`config.mk`:
```
export PLATFORM = sky130hd
export DESIGN_NAME = spicfg_port
export DESIGN_NICKNAME = d
export VERILOG_FILES = /design/src/rtl/spicfg_pkg.sv /design/src/rtl/spicfg_sync.sv /design/src/rtl/spicfg_frame.sv /design/src/rtl/spicfg_tx.sv /design/src/rtl/spicfg_port.sv
export SDC_FILE = /design/constraint.sdc
export NUM_CORES = 1
export LEC_CHECK = 0
export BUFFER_PORTS_ARGS = -buffer_cell sky130_fd_sc_hd__buf_2
export CORE_MARGIN = 2
export CORE_UTILIZATION = 30
export DETAILED_ROUTE_END_ITERATION = 8
export SLEW_MARGIN = 20
export SYNTH_ARGS = -nofsm -noshare
export SYNTH_HDL_FRONTEND = slang
export SYNTH_SLANG_ARGS = --single-unit
```
`constraint.sdc`:
```
create_clock -name clk -period 4.4 [get_ports clk]
set_input_delay 0.44 -clock clk [delete_from_list [all_inputs] [get_ports clk]]
set_output_delay 0.44 -clock clk [all_outputs]
set_load 0.005 [all_outputs]
```
`src/rtl/spicfg_pkg.sv`:
```
package spicfg_pkg;
  localparam int ADDR_W = 13;
  localparam int BYTE_W = 8;
  localparam int CMD_W  = 2 * BYTE_W;

  typedef enum logic [2:0] {
    PH_IDLE,
    PH_CMD0,
    PH_CMD1,
    PH_DATA,
    PH_DONE
  } phase_e;

  // Accumulate one serial bit into a byte in the chosen order.
  function automatic logic [BYTE_W-1:0] shift_bit(logic [BYTE_W-1:0] sh, logic b, logic lsb);
    return lsb ? {b, sh[BYTE_W-1:1]} : {sh[BYTE_W-2:0], b};
  endfunction

  // Next address: up in MSB-first order, down in LSB-first order.
  function automatic logic [ADDR_W-1:0] step_addr(logic [ADDR_W-1:0] a, logic lsb);
    return lsb ? a - 1'b1 : a + 1'b1;
  endfunction

  function automatic logic at_burst_end(logic [ADDR_W-1:0] a, logic [BYTE_W-1:0] be);
    return a == ADDR_W'(be);
  endfunction
endpackage

```
`src/rtl/spicfg_sync.sv`:
```
module spicfg_sync #(
  parameter int W = 3,
  parameter int STAGES = 2,
  parameter logic [W-1:0] RST_VAL = '0
) (
  input  logic         clk,
  input  logic         rst_n,
  input  logic [W-1:0] d_i,
  output logic [W-1:0] q_o
);
  logic [W-1:0] pipe [STAGES];

  always_ff @(posedge clk or negedge rst_n) begin
    if (!rst_n) begin
      for (int i = 0; i < STAGES; i++) pipe[i] <= RST_VAL;
    end else begin
      pipe[0] <= d_i;
      for (int i = 1; i < STAGES; i++) pipe[i] <= pipe[i-1];
    end
  end

  assign q_o = pipe[STAGES-1];
endmodule

```
`src/rtl/spicfg_frame.sv`:
```
module spicfg_frame
  import spicfg_pkg::*;
(
  input  logic              clk,
  input  logic              rst_n,
  input  logic              sclk_rise,
  input  logic              cs_low,
  input  logic              cs_rise,
  input  logic              mosi_s,
  input  logic              lsb_first,
  input  logic [BYTE_W-1:0] burst_end,
  output logic              reg_we,
  output logic              reg_re,
  output logic [ADDR_W-1:0] reg_addr,
  output logic [BYTE_W-1:0] reg_wdata,
  output logic              rd_data_phase
);
  phase_e            phase_q;
  logic [2:0]        bitcnt_q;
  logic [BYTE_W-1:0] sh_q, cmd0_q, wdata_q;
  logic              rw_q, stream_q, first_q, we_q, re_q;
  logic [1:0]        left_q;
  logic [ADDR_W-1:0] cur_q, addr_q;

  // Named events used by the logic and by the assertions.
  logic              bit_take, byte_end, stall_keep, last_byte;
  logic [BYTE_W-1:0] sh_nxt;
  logic [CMD_W-1:0]  cmd_word;

  assign bit_take   = sclk_rise && cs_low && (phase_q != PH_DONE);
  assign byte_end   = bit_take && (bitcnt_q == 3'd7);
  assign sh_nxt     = shift_bit(sh_q, mosi_s, lsb_first);
  assign cmd_word   = lsb_first ? {sh_nxt, cmd0_q} : {cmd0_q, sh_nxt};
  assign last_byte  = stream_q ? at_burst_end(cur_q, burst_end) : (left_q == 2'd1);
  assign stall_keep = (bitcnt_q == 3'd0) &&
                      ((phase_q == PH_CMD1) ||
                       ((phase_q == PH_DATA) && (!stream_q || first_q)));

  always_ff @(posedge clk or negedge rst_n) begin
    if (!rst_n) begin
      phase_q  <= PH_IDLE;
      bitcnt_q <= '0;
      sh_q     <= '0;
      cmd0_q   <= '0;
      wdata_q  <= '0;
      rw_q     <= 1'b0;
      stream_q <= 1'b0;
      first_q  <= 1'b0;
      left_q   <= '0;
      cur_q    <= '0;
      addr_q   <= '0;
      we_q     <= 1'b0;
      re_q     <= 1'b0;
    end else begin
      we_q <= 1'b0;
      re_q <= 1'b0;
      if (cs_rise) begin
        if (!stall_keep) begin
          phase_q  <= PH_IDLE;
          bitcnt_q <= '0;
        end
      end else if (bit_take) begin
        sh_q     <= sh_nxt;
        bitcnt_q <= bitcnt_q + 3'd1;
        if (phase_q == PH_IDLE) phase_q <= PH_CMD0;
        if (byte_end) begin
          unique case (phase_q)
            PH_CMD0: begin
              cmd0_q  <= sh_nxt;
              phase_q <= PH_CMD1;
            end
            PH_CMD1: begin
              rw_q     <= cmd_word[CMD_W-1];
              left_q   <= cmd_word[CMD_W-2 -: 2];
              stream_q <= (cmd_word[CMD_W-2 -: 2] == 2'b00);
              cur_q    <= cmd_word[ADDR_W-1:0];
              first_q  <= 1'b1;
              phase_q  <= PH_DATA;
              if (cmd_word[CMD_W-1]) begin
                re_q   <= 1'b1;
                addr_q <= cmd_word[ADDR_W-1:0];
              end
            end
            PH_DATA: begin
              first_q <= 1'b0;
              left_q  <= left_q - 2'd1;
              if (!rw_q) begin
                we_q    <= 1'b1;
                addr_q  <= cur_q;
                wdata_q <= sh_nxt;
              end
              if (last_byte) begin
                phase_q <= PH_DONE;
              end else begin
                cur_q <= step_addr(cur_q, lsb_first);
                if (rw_q) begin
                  re_q   <= 1'b1;
                  addr_q <= step_addr(cur_q, lsb_first);
                end
              end
            end
            default: ;
          endcase
        end
      end
    end
  end

  assign reg_we        = we_q;
  assign reg_re        = re_q;
  assign reg_addr      = addr_q;
  assign reg_wdata     = wdata_q;
  assign rd_data_phase = (phase_q == PH_DATA) && rw_q;


  strobe_excl_chk: assert property (@(posedge clk) disable iff (!rst_n)
    $onehot0({we_q, re_q}));

  we_pulse_chk: assert property (@(posedge clk) disable iff (!rst_n)
    we_q |=> !we_q);

  addr_step_chk: assert property (@(posedge clk) disable iff (!rst_n)
    ($past(phase_q) == PH_DATA && cur_q != $past(cur_q)) |-> cur_q == step_addr($past(cur_q), lsb_first));

  done_quiet_chk: assert property (@(posedge clk) disable iff (!rst_n)
    (phase_q == PH_DONE && $past(phase_q) == PH_DONE) |-> (!we_q && !re_q));

  stream_abort_chk: assert property (@(posedge clk) disable iff (!rst_n)
    (cs_rise && phase_q == PH_DATA && stream_q && !first_q) |=> phase_q == PH_IDLE);
endmodule

```
`src/rtl/spicfg_tx.sv`:
```
module spicfg_tx #(
  parameter int W = 8
) (
  input  logic         clk,
  input  logic         rst_n,
  input  logic         load_i,
  input  logic [W-1:0] load_data_i,
  input  logic         fall_i,
  input  logic         shift_en_i,
  input  logic         lsb_i,
  output logic         miso_o
);
  logic [W-1:0] tx_q;
  logic         miso_q;

  always_ff @(posedge clk or negedge rst_n) begin
    if (!rst_n) begin
      tx_q   <= '0;
      miso_q <= 1'b0;
    end else if (load_i) begin
      tx_q <= load_data_i;
    end else if (fall_i && shift_en_i) begin
      miso_q <= lsb_i ? tx_q[0] : tx_q[W-1];
      tx_q   <= lsb_i ? {1'b0, tx_q[W-1:1]} : {tx_q[W-2:0], 1'b0};
    end
  end

  assign miso_o = miso_q;


  load_quiet_chk: assert property (@(posedge clk) disable iff (!rst_n)
    load_i |=> $stable(miso_q));
endmodule

```
`src/rtl/spicfg_port.sv`:
```
module spicfg_port
  import spicfg_pkg::*;
#(
  parameter int SYNC_STAGES = 2
) (
  input  logic              clk,
  input  logic              rst_n,
  input  logic              sclk,
  input  logic              cs_n,
  input  logic              mosi,
  input  logic              lsb_first,
  input  logic [BYTE_W-1:0] burst_end,
  output logic              miso,
  output logic              miso_oe,
  output logic              reg_we,
  output logic              reg_re,
  output logic [ADDR_W-1:0] reg_addr,
  output logic [BYTE_W-1:0] reg_wdata,
  input  logic [BYTE_W-1:0] reg_rdata
);
  logic [2:0] pins_s;
  logic       sclk_d, cs_d;
  logic       sclk_rise, sclk_fall, cs_rise, cs_low, rd_data_phase;

  spicfg_sync #(.W(3), .STAGES(SYNC_STAGES), .RST_VAL(3'b100)) u_sync (
    .clk(clk), .rst_n(rst_n), .d_i({cs_n, sclk, mosi}), .q_o(pins_s)
  );

  always_ff @(posedge clk or negedge rst_n) begin
    if (!rst_n) begin
      sclk_d <= 1'b0;
      cs_d   <= 1'b1;
    end else begin
      sclk_d <= pins_s[1];
      cs_d   <= pins_s[2];
    end
  end

  assign sclk_rise = pins_s[1] && !sclk_d;
  assign sclk_fall = !pins_s[1] && sclk_d;
  assign cs_rise   = pins_s[2] && !cs_d;
  assign cs_low    = !pins_s[2];

  spicfg_frame u_frame (
    .clk(clk), .rst_n(rst_n), .sclk_rise(sclk_rise), .cs_low(cs_low),
    .cs_rise(cs_rise), .mosi_s(pins_s[0]), .lsb_first(lsb_first),
    .burst_end(burst_end), .reg_we(reg_we), .reg_re(reg_re),
    .reg_addr(reg_addr), .reg_wdata(reg_wdata), .rd_data_phase(rd_data_phase)
  );

  spicfg_tx #(.W(BYTE_W)) u_tx (
    .clk(clk), .rst_n(rst_n), .load_i(reg_re), .load_data_i(reg_rdata),
    .fall_i(sclk_fall), .shift_en_i(rd_data_phase), .lsb_i(lsb_first),
    .miso_o(miso)
  );

  assign miso_oe = cs_low && rd_data_phase;


  oe_write_chk: assert property (@(posedge clk) disable iff (!rst_n)
    reg_we |-> !miso_oe);
endmodule

```
==> qor_table.md, run 1 <==
| Metric | Value |
| --- | --- |
| Result of the run | complete, no violations |
| Final total negative setup slack | 0 ns |
| Met1 usage | 19.88% |
| Count of buffers from port buffering | 46 |
| Global placement routability congestion | 0.9031 |
| Share of flip-flops with an asynchronous set or reset after synthesis | 100.0% |
| Synth unique cells | 66 |
| Number of primary I/O pins | 47 |
| Crit end category | primary output |
| Most used DFF post-synth | dfrtp_1 |
| Tmin final | 2.746 ns |
| Number of resized instances in the post-cts repair step | 0 |
| Placement Cell Area | 4969 um2 |
| Logic gate share of total power | 10.5% |
| Leading cell types by total area after synthesis | dfrtp_1 42%, a21oi_1 5.8%, nor2_1 4.9% |
| Combinational family with the most area after synthesis | compound AO/OA/AOI/OAI gates |
| Clock tree from TritonCTS | built |
| R2R depth | 7 |
| Met3 usage in global routing | 4.341% |
| Number of vias per cell | 5.365 |
| Most used routing layer | met2 |
| Total wire length after detailed routing | 12210 um |
| Total via count after detailed routing | 3906 |
| Sequential-to-total area share from yosys stat | 43.73% |
| Share of synthesized cell area in full adder, half adder and majority cells | 4.528% |
| Initial antenna violation count | 0 |
| Pin count of the biggest net entering global routing | 81 |
| DIE AREA | 16290 um2 |
| Fin nets | 574 |
| Relative slew margins | 32.84% |
| Final hold violations | 0 |
| CTS clock-pin slew for the worst setup and hold paths | 0.06 ns |
| Count of antenna diodes in the layout | 0 |
| Grt met2 use | 24.72% |
| Clk_lat worst skew | 0.34 ns |
| Total power per unit cell area | 339.7 nW/um2 |
| Startpoint of the lowest-slack register-to-register path | u_frame.phase_q[0]$_DFFE_PN0P_ |
| Cell at the root of the clock tree | clkbuf_16 |
| Number of flip-flops and latches in the synthesized netlist | 80 |
| Height of the die | 127.7 um |
| Routed wire length per instance | 16.77 um |
| Total standard cell area after synthesis | 4587 um2 |
| Antenna-violating nets left | 0 |
| Worst setup path class | register to primary output |
| Cells after DPL | 713 |
| Multiplexer share of the synthesized area | 5.319% |
| Final clock skew | 0.004293 ns |
| Critical Path Start | u_frame.phase_q[0]$_DFFE_PN0P_ |
| CTS Hold Bufs | 0 |
| CP endpoint | miso_oe |
| Arrival time at the worst endpoint | 2.31 ns |
| Overflow left after global routing | 0 |
| Leak pwr | 2.407 nW |
| R2r setup slk | 1.74 ns |
| Most common library cell in the layout ignoring fill and taps | dfrtp_1 |
| Cell type with the largest total area after synthesis | dfrtp_1 |
| Synthesized-area fraction occupied by and/or/nand/nor cells | 17.73% |
| Number of clock sinks | 80 |
| Switching fraction of total power | 25.13% |
| DRC violation count after routing | 0 |
| Die width | 127.7 um |
| Fraction of final layout cells sized beyond drive strength 1 | 17.04% |
| Fraction of power consumed by the clock network | 44.8% |
| Hold slack final | 0.1473 ns |
| Aggregate global-route resource usage | 15.60% |
| Peak fanout along the critical path | 21 |
| Worst ir drop on vdd | 0.1999 mV |
| Post-synth EDFFs | 0 |
| First-pass GRT wire length | 19850 um |
| Area of all placed cells without fillers | 5304 um2 |
| Average instance area after synthesis | 9.174 um2 |
| Critical path launch point type | register |
| Final worst path period share | 62.42% |
| Count of warnings emitted by yosys | 0 |
| Area share of the largest cell type after synthesis | 42.01% |
| Total count of max-transition violations in the final report | 0 |
| Core region area | 15090 um2 |
| Clock H-tree levels | 3 |
| Register share of total power | 44.7% |
| Clock buffers created by TritonCTS | 9 |
| Placement row count | 45 |
| Total setup violations reported at the end of the flow | 0 |
| Number of iterations in the first detailed-routing pass | 4 |
| Cell-internal power | 0.001349 W |
| Area delta synth->final | 15.63% |
| Starting Density | 30.40% |
| Nets in the synthesized netlist | 538 |
| Unrepaired setup endpoints after global routing | no |
| Complex-gate fraction of the synthesized area | 21.96% |
| Max-capacitance violation count | 0 |
| Required time of the worst setup path | 3.96 ns |
| Number of instances in the synthesized netlist | 500 |
| Max Buffers Root-to-Sink | 2 |
| Final standard cell count with taps included and fillers excluded | 728 |
| Fin util | 35.15% |
| First-iteration detailed-routing DRC count | 276 |
| Reg-to-reg critical path endpoint | u_tx.tx_q[0]$_DFFE_PN0P_ |
| Post-synthesis xor/xnor area fraction | 3.055% |
| Transition at the pin with the smallest max-transition slack | 1.004 ns |
| Commonest cells after routing, fill and taps aside | 77 x dfrtp_1, 60 x nor2_1, 54 x nand2_1 |
| Reported net switching power | 0.0004528 W |
| Total half-perimeter wirelength after legalization and detailed placement | 8836 um |
| Buffers inserted by post-CTS timing repair | 0 |
| Highest achievable clock rate | 364.1 MHz |
| Type of the worst min-delay path | input port to async pin |
| Vias in the first global route | 3808 |
==> synthesized netlist by cell type, drive strengths merged, types with 2 or more instances <==
| cell | number |
|---|---|
| nand2b | 9 |
| a221oi | 8 |
| a21o | 4 |
| o31a | 2 |
| o31ai | 10 |
| o22ai | 2 |
| a21boi | 2 |
| o221ai | 2 |
| xnor2 | 6 |
| nand2 | 55 |
| a31oi | 7 |
| clkbuf | 14 |
| buf | 10 |
| a22o | 2 |
| dfstp | 3 |
| nor2 | 62 |
| nand3 | 9 |
| inv | 16 |
| dfrtp | 77 |
| nor2b | 10 |
| or4 | 2 |
| and3 | 4 |
| mux2 | 3 |
| a31o | 2 |
| o211ai | 4 |
| nand4 | 2 |
| xor2 | 10 |
| and2 | 2 |
| ha | 15 |
| nor4 | 2 |
| nor3b | 2 |
| a21oi | 54 |
| a211oi | 8 |
| o21ai | 39 |
| or3 | 3 |
| mux2i | 21 |
| nor3 | 3 |
==> worst max-delay path, stage by stage, from the launching register on <==
cell and delay (ns):
dfrtp_1 0.68, inv_1 0.17, nor3_4 0.34, buf_4 0.36
nand2_4 0.14, nor2_1 0.13, buf_2 0.13
==> metal layers <==
layer  vias to the layer above  part of all wire [%]
met5                         -                     0
met4                         0                   3.3
met3                        28                   4.6
met2                       117                    48
met1                      1895                    44
li1                       1866                     -
==> flip-flops by register name (all words and copies together), names as in the netlist <==
name	count
cs_d	1
sclk_d	1
u_frame.bitcnt_q	3
u_frame.cmd0_q	8
u_frame.cur_q	13
u_frame.first_q	1
u_frame.left_q	2
u_frame.phase_q	3
u_frame.reg_addr	13
u_frame.reg_re	1
u_frame.reg_wdata	8
u_frame.reg_we	1
u_frame.rw_q	1
u_frame.sh_q	8
u_frame.stream_q	1
u_sync.pipe	3
u_sync.q_o	3
u_tx.miso_o	1
u_tx.tx_q	8
==> final cells by class <==
type	count	area (um2)
Timing Repair Buffer	49	259.0
Sequential cell	80	2006
Fill cell	1555	9786
Tap cell	188	235.2
Clock buffer	10	239.0
Multi-Input combinational cell	380	2424
Clock inverter	5	81.33
Inverter	16	60.06
==> power groups by stage <==
stage / registers [W] / logic (W) / clock network, W
6_report: 0.000805 / 0.000189 / 0.000807
5_1_grt: 0.000810 / 0.000212 / 0.000868
4_1_cts: 0.000804 / 0.000192 / 0.000830
3_5_place_dp: 0.000818 / 0.000190 / 0
3_3_place_gp: 0.000817 / 0.000185 / 0
2_1_floorplan: 0.000802 / 0.000131 / 0
==> worst min-delay path by stage <==
stage	start	to	slack, ns	cells past startpoint
floorplan	rst_n	sclk_d$_DFF_PN0_	0.14	0
global placement	u_sync.pipe[3]$_DFF_PN0_	u_sync.q_o[0]$_DFF_PN0_	0.33	0
detailed placement	u_sync.pipe[4]$_DFF_PN0_	u_sync.q_o[1]$_DFF_PN0_	0.34	0
CTS	mosi	u_sync.pipe[3]$_DFF_PN0_	0.19	1
global route	mosi	u_sync.pipe[3]$_DFF_PN0_	0.18	1
finish	rst_n	u_frame.bitcnt_q[1]$_DFFE_PN0P_	0.15	1
==> stage by stage <==
step | worst slack (ns) | total power, W
finish | 1.654 | 0.001802
global route | 1.479 | 0.001890
CTS | 1.693 | 0.001826
detailed placement | 1.342 | 0.001008
global placement | 1.486 | 0.001002
floorplan | 2.021 | 0.0009327
==> logic make-up (layout without fill, tap and decap cells) <==
kind of cell    after synthesis  in the layout
simple gates                169            169
compound gates              155            155
flops                        80             80
buf+inv                      40             80
mux                          24             24
fa+ha+maj                    16             16
xor+xnor                     16             16
Note: power is estimated with default switching activity, not from simulation.
==> run 2: changes to the inputs <==
clock period = 2.3 ns   (was 4.4 ns; I/O delays follow)
==> qor_table.md, run 2 (same netlist as run 1, synthesis figures left out) <==
| Metric | Value | Change |
| --- | --- | --- |
| Pin count of the biggest net entering global routing | 49 | -40% |
| Unrepaired setup endpoints after global routing | no |  |
| Arrival time at the worst endpoint | 2.41 ns | +0.10 ns |
| Final clock skew | 0.009756 ns | +0.005463 ns |
| Global placement routability congestion | 0.9138 | +1.2% |
| Number of primary I/O pins | 47 | unchanged |
| Number of vias per cell | 5.212 | -2.9% |
| Tmin final | 2.183 ns |  |
| Aggregate global-route resource usage | 16.06% | +0.46 points |
| Hold slack final | 0.09450 ns | -0.05280 ns |
| Antenna-violating nets left | 0 | unchanged |
| Crit end category | register |  |
| Worst slack at placement | -0.02297 ns | -1.365 ns |
| Worst ir drop on vdd | 0.3138 mV | +57% |
| Max-capacitance violation count | 0 | unchanged |
| Core region area | 15090 um2 | unchanged |
| Transition at the pin with the smallest max-transition slack | 0.6843 ns | -0.3194 ns |
| Count of antenna diodes in the layout | 0 | unchanged |
| Number of clock sinks | 80 | unchanged |
| Total power per unit cell area | 578.6 nW/um2 | +70% |
| Height of the die | 127.7 um | unchanged |
| Final total negative setup slack | 0 ns | unchanged |
| Clock buffers created by TritonCTS | 9 | unchanged |
| Leak pwr | 2.591 nW | +7.6% |
| Clk_lat worst skew | 0.35 ns | about the same |
| Overflow left after global routing | 0 | unchanged |
| Total wire length after detailed routing | 12520 um | +2.6% |
| Die width | 127.7 um | unchanged |
| Vias in the first global route | 3986 | +4.7% |
| Cell at the root of the clock tree | clkbuf_16 |  |
| Post-route setup slack | 0.1167 ns | -1.537 ns |
| Fraction of final layout cells sized beyond drive strength 1 | 23.71% | +6.7 points |
| Clock H-tree levels | 3 | unchanged |
| Placement row count | 45 | unchanged |
| Fin nets | 615 | +7.1% |
| Type of the worst min-delay path | input port to register |  |
| CTS clock-pin slew for the worst setup and hold paths | 0.06 ns | about the same |
| Relative slew margins | 53.96% | +21 points |
| Highest achievable clock rate | 458.0 MHz |  |
| Worst setup path class | register to register |  |
| Required time of the worst setup path | 2.53 ns | -1.43 ns |
| Area delta synth->final | 23.08% |  |
| Starting Density | 30.40% | unchanged |
| Total count of max-transition violations in the final report | 0 | unchanged |
| Routed wire length per instance | 16.26 um | -3.0% |
| First-pass GRT wire length | 20380 um | +2.6% |
| Final hold violations | 0 | unchanged |
| Max Buffers Root-to-Sink | 2 | unchanged |
| DRC violation count after routing | 0 | unchanged |
| Total via count after detailed routing | 4013 | +2.7% |
| Number of iterations in the first detailed-routing pass | 4 | unchanged |
| Final worst path period share | 94.92% |  |
| Total half-perimeter wirelength after legalization and detailed placement | 9367 um | +6.0% |
| Initial antenna violation count | 0 | unchanged |
| Count of buffers from port buffering | 46 | unchanged |
| Total setup violations reported at the end of the flow | 0 | unchanged |
| Most common library cell in the layout ignoring fill and taps | dfrtp_1 |  |
| Commonest cells after routing, fill and taps aside | 77 x dfrtp_1, 60 x nor2_1, 54 x nand2_1 |  |
| Critical path launch point type | register |  |
| DIE AREA | 16290 um2 | unchanged |
| Result of the run | complete, no violations |  |
| First-iteration detailed-routing DRC count | 231 | -16% |
| Clock tree from TritonCTS | built |  |
| Peak fanout along the critical path | 5 | -76% |
[run 2: path summary, 6_finish.rpt]
kind,startpoint,to,slack [ns],cells past startpoint
worst max-delay path,u_frame.cur_q[8]$_DFFE_PN0P_,u_frame.cur_q[11]$_DFFE_PN0P_,0.12,8
worst min-delay path,reg_rdata[4],u_tx.tx_q[4]$_DFFE_PN0P_,0.09,3
worst max register to register,u_frame.cur_q[8]$_DFFE_PN0P_,u_frame.cur_q[11]$_DFFE_PN0P_,0.12,8
worst min register to register,u_sync.pipe[4]$_DFF_PN0_,u_sync.q_o[1]$_DFF_PN0_,0.35,0
max in group asynchronous,rst_n,u_sync.pipe[5]$_DFF_PN1_,1.22,3
min in group asynchronous,rst_n,u_frame.reg_addr[12]$_DFFE_PN0P_,0.38,2
[run 2: report_power, final]
part	switching [W]	total (W)	internal, W	leakage [nW]
Sequential	0.0000649	0.00153	0.00147	0.927
Combinational	0.000241	0.000406	0.000165	1.54
Clock	0.000573	0.00133	0.000756	0.128
[run 2: layer usage]
layer	vias up	global-route usage, %	part of all wire, %
met2	108	26.30	49
met5	-	0	0
met1	1927	19.78	42
li1	1947	-	-
met3	31	4.174	5.6
met4	0	7.692	3.1
[run 2: critical path: stages, from the launching register on]
cell     delay [ns]
dfrtp_1        0.41
buf_4          0.17
ha_2           0.30
and3_2         0.25
nand2_1        0.07
a31oi_1        0.10
or4_1          0.51
a31oi_1        0.18
a21oi_1        0.08
[run 2: what timing repair did]
action / in CTS / in global routing
hold buffers: 4 / 0
setup buffers: 0 / 1
endpoints found under the hold margin: 35 / 0
resized for setup: 0 / 16
endpoints found under the setup margin: 0 / 15
[run 2: metrics by stage]
stage	instance area, um2	total power, W	std cells	util, %
floorplan	4587	0.001784	500	-
global placement	5264	0.001942	749	34.88
detailed placement	5264	0.001952	749	34.88
CTS	5579	0.003299	769	36.97
global route	5645	0.003408	770	37.41
finish	5645	0.003266	770	37.41
[run 2: area by class of cell]
type / instances / area (um2)
inverter: 16 / 60.06
clock buffer: 11 / 242.7
timing repair buffer: 90 / 598.1
sequential: 80 / 2006
clock inverter: 5 / 32.53
multi-input combinational: 380 / 2471
tap: 188 / 235.2
fill: 1544 / 9444
==> run 3: changes to the inputs <==
CORE_MARGIN = unset   (was 2)
==> qor_table.md, run 3 (same netlist as run 1, synthesis figures left out) <==
| Metric | Value | Change |
| --- | --- | --- |
| Worst hold endpoint | u_sync.pipe[4]$_DFF_PN0_ |  |
| Total count of max-transition violations in the final report | 0 | unchanged |
| Overall Power | 0.003266 W | about the same |
| Worst ir drop on vdd | 0.4442 mV | +42% |
| Fraction of power consumed by the clock network | 40.7% | about the same |
| Final total negative setup slack | 0 ns | unchanged |
| Routed wire length per instance | 16.01 um | -1.5% |
| Critical path launch point type | register |  |
| Unrepaired setup endpoints after global routing | no |  |
| Highest-delay cell along the critical path | or4_4 |  |
| R2R depth | 8 | unchanged |
| Placement Cell Area | 5269 um2 | about the same |
| Fraction of final layout cells sized beyond drive strength 1 | 24.74% | +1.0 points |
| Number of iterations in the first detailed-routing pass | 7 | +3 |
| First-pass GRT wire length | 20200 um | -0.84% |
| Number of primary I/O pins | 47 | unchanged |
| Final worst path period share | 96.92% | +2.0 points |
| Type of the worst min-delay path | input port to register |  |
| Reported net switching power | 0.0008784 W | about the same |
| Leak pwr | 2.600 nW | +0.33% |
| Number of vias per cell | 5.262 | +0.97% |
| DRC violation count after routing | 3 | +3 |
| Cell at the root of the clock tree | clkbuf_16 |  |
| Number of buffer and inverter instances along the worst setup path | 1 | unchanged |
| DIE AREA | 15790 um2 | -3.1% |
| Most frequent cell on the critical path | a21oi_1 |  |
| Pin count of the biggest net entering global routing | 52 | +6.1% |
| Clock tree from TritonCTS | built |  |
| Fin util | 38.59% | +1.2 points |
| Die width | 125.7 um | -1.6% |
| Reg-to-reg critical path endpoint | u_frame.cur_q[11]$_DFFE_PN0P_ |  |
| Clk_lat worst skew | 0.33 ns | -0.02 ns |
| Count of buffers from port buffering | 46 | unchanged |
| Sequence of cells on the critical path | ha_1 -> and2_1 -> a221oi_1 -> buf_4 -> a21oi_1 -> or4_4 -> a31oi_1 -> a21oi_1 |  |
| Cells after DPL | 748 | -0.13% |
| Core region area | 14700 um2 | -2.6% |
| Logic gate share of total power | 12.3% | about the same |
| Global placement routability congestion | 0.8831 | -3.4% |
| Worst setup path class | register to register |  |
| Relative slew margins | 53.68% | -0.28 points |
| Biggest cell delay along the critical path | 0.44 ns | -0.07 ns |
| Transition at the pin with the smallest max-transition slack | 0.6948 ns | +0.01047 ns |
| Placement row count | 44 | -2.2% |
| Switching fraction of total power | 26.89% | about the same |
| Number of filler cells placed in the layout | 1429 | -7.4% |
| Area delta synth->final | 23.68% |  |
| Total setup violations reported at the end of the flow | 0 | unchanged |
| Total half-perimeter wirelength after legalization and detailed placement | 9142 um | -2.4% |
| Clock H-tree levels | 3 | unchanged |
| Final standard cell count with taps included and fillers excluded | 770 | unchanged |
| First-iteration detailed-routing DRC count | 345 | +49% |
| Register share of total power | 47.0% | about the same |
| Flip-flop and latch area | 2007 um2 | about the same |
| Startpoint of the lowest-slack register-to-register path | u_frame.cur_q[4]$_DFFE_PN0P_ |  |
| Final hold violations | 0 | unchanged |
| Category of cells accounting for the largest share of critical-path delay | compound AO/OA/AOI/OAI gates |  |
| Cell-internal power | 0.002388 W | about the same |
| Tmin final | 2.229 ns | +0.04584 ns |
| Worst min-delay path startpoint | sclk |  |
| Area of all placed cells without fillers | 5673 um2 | +0.49% |
| Final clock skew | 0.008193 ns | -0.001563 ns |
| Multi-input gate area | 2484 um2 | +0.51% |
| Initial antenna violation count | 0 | unchanged |
| Result of the run | finished, violations left |  |
| Crit end category | register |  |
| Arrival time at the worst endpoint | 2.45 ns | +0.04 ns |
| Height of the die | 125.7 um | -1.6% |
| Total wire length after detailed routing | 12330 um | -1.5% |
| Total via count after detailed routing | 4052 | +0.97% |
| Highest achievable clock rate | 448.6 MHz | -2.1% |
| Violated checks | DRC |  |
| Clock buffers created by TritonCTS | 9 | unchanged |
| Count of antenna diodes in the layout | 0 | unchanged |
| Overflow left after global routing | 0 | unchanged |
| Max Buffers Root-to-Sink | 2 | unchanged |
| Total power per unit cell area | 575.7 nW/um2 | -0.49% |
| R2r setup slk | 0.07 ns | -0.05 ns |
| Most common library cell in the layout ignoring fill and taps | dfrtp_1 |  |
| Starting Density | 31.21% | +0.81 points |
| Number of stages on the worst hold path | 1 | -2 |
| Aggregate global-route resource usage | 16.09% | +0.028 points |
| Number of clock sinks | 80 | unchanged |
| Antenna-violating nets left | 0 | unchanged |
| Vias in the first global route | 3864 | -3.1% |
| Fin nets | 619 | +0.65% |
| Max-capacitance violation count | 0 | unchanged |
| Peak fanout along the critical path | 3 | -2 |
| Required time of the worst setup path | 2.52 ns | about the same |
| Commonest cells after routing, fill and taps aside | 76 x dfrtp_1, 59 x nor2_1, 54 x nand2_1 |  |
| CTS clock-pin slew for the worst setup and hold paths | 0.06 ns | about the same |
run 3: cell count changes in the layout (fill, tap and decap cells not counted), sizes merged:
cell	change
dlygate4sd3	-1
buf	+5
run 3: layout make-up:
cell class | count | share of cell area [%]
Multi-Input combinational cell | 380 | 43.78
Sequential cell | 80 | 35.38
Timing Repair Buffer | 94 | 10.87
Clock buffer | 11 | 4.279
Tap cell | 184 | 4.058
Inverter | 16 | 1.059
Clock inverter | 5 | 0.5734
run 3: timing repair:
action,in CTS,in global routing
endpoints found under the hold margin,47,1
buffers inserted,0,3
pin swaps,1,8
setup endpoints to repair,2,16
gates resized for setup,1,17
hold buffers,2,1
run 3: power groups by stage:
stage / combinational (W) / clock [W] / sequential, W
after floorplan: 0.000251 / 0 / 0.00153
after global placement: 0.000381 / 0 / 0.00156
after detailed placement: 0.000389 / 0 / 0.00156
after CTS: 0.000394 / 0.00135 / 0.00153
after global routing: 0.000451 / 0.00140 / 0.00154
final: 0.000401 / 0.00133 / 0.00154
run 3: worst max-delay path by stage:
stage / slack, ns / endpoint / startpoint / depth (start not counted)
3_3_place_gp: 0.02 / u_frame.reg_addr[9]$_DFFE_PN0P_ / u_frame.cur_q[4]$_DFFE_PN0P_ / 8
2_1_floorplan: 0.11 / u_frame.cur_q[12]$_DFFE_PN0P_ / u_frame.cur_q[0]$_DFFE_PN0P_ / 9
5_1_grt: 0.005 / u_frame.cur_q[9]$_DFFE_PN0P_ / u_frame.cur_q[4]$_DFFE_PN0P_ / 8
3_5_place_dp: -0.02 / u_frame.cur_q[12]$_DFFE_PN0P_ / lsb_first / 9
6_report: 0.07 / u_frame.cur_q[11]$_DFFE_PN0P_ / u_frame.cur_q[4]$_DFFE_PN0P_ / 8
4_1_cts: 0.03 / u_frame.cur_q[3]$_DFFE_PN0P_ / u_frame.cur_q[1]$_DFFE_PN0P_ / 8
run 3: routing by layer:
metal	routed length, um	global-route usage (%)	vias to the layer above	part of all wire (%)
li1	-	-	1946	-
met1	5693	21.66	1983	46
met2	5905	26.41	110	48
met3	553	3.144	13	4.5
met4	179	4.304	0	1.5
met5	0	0	-	0
run 3: metrics by stage:
stage | worst slack, ns | hold slack [ns]
after floorplan | 0.1055 | -0.06559
after global placement | 0.01791 | 0.3087
after detailed placement | -0.01592 | 0.3130
after CTS | 0.02825 | 0.004275
after global routing | 0.005440 | 0.004927
final | 0.07089 | 0.006336
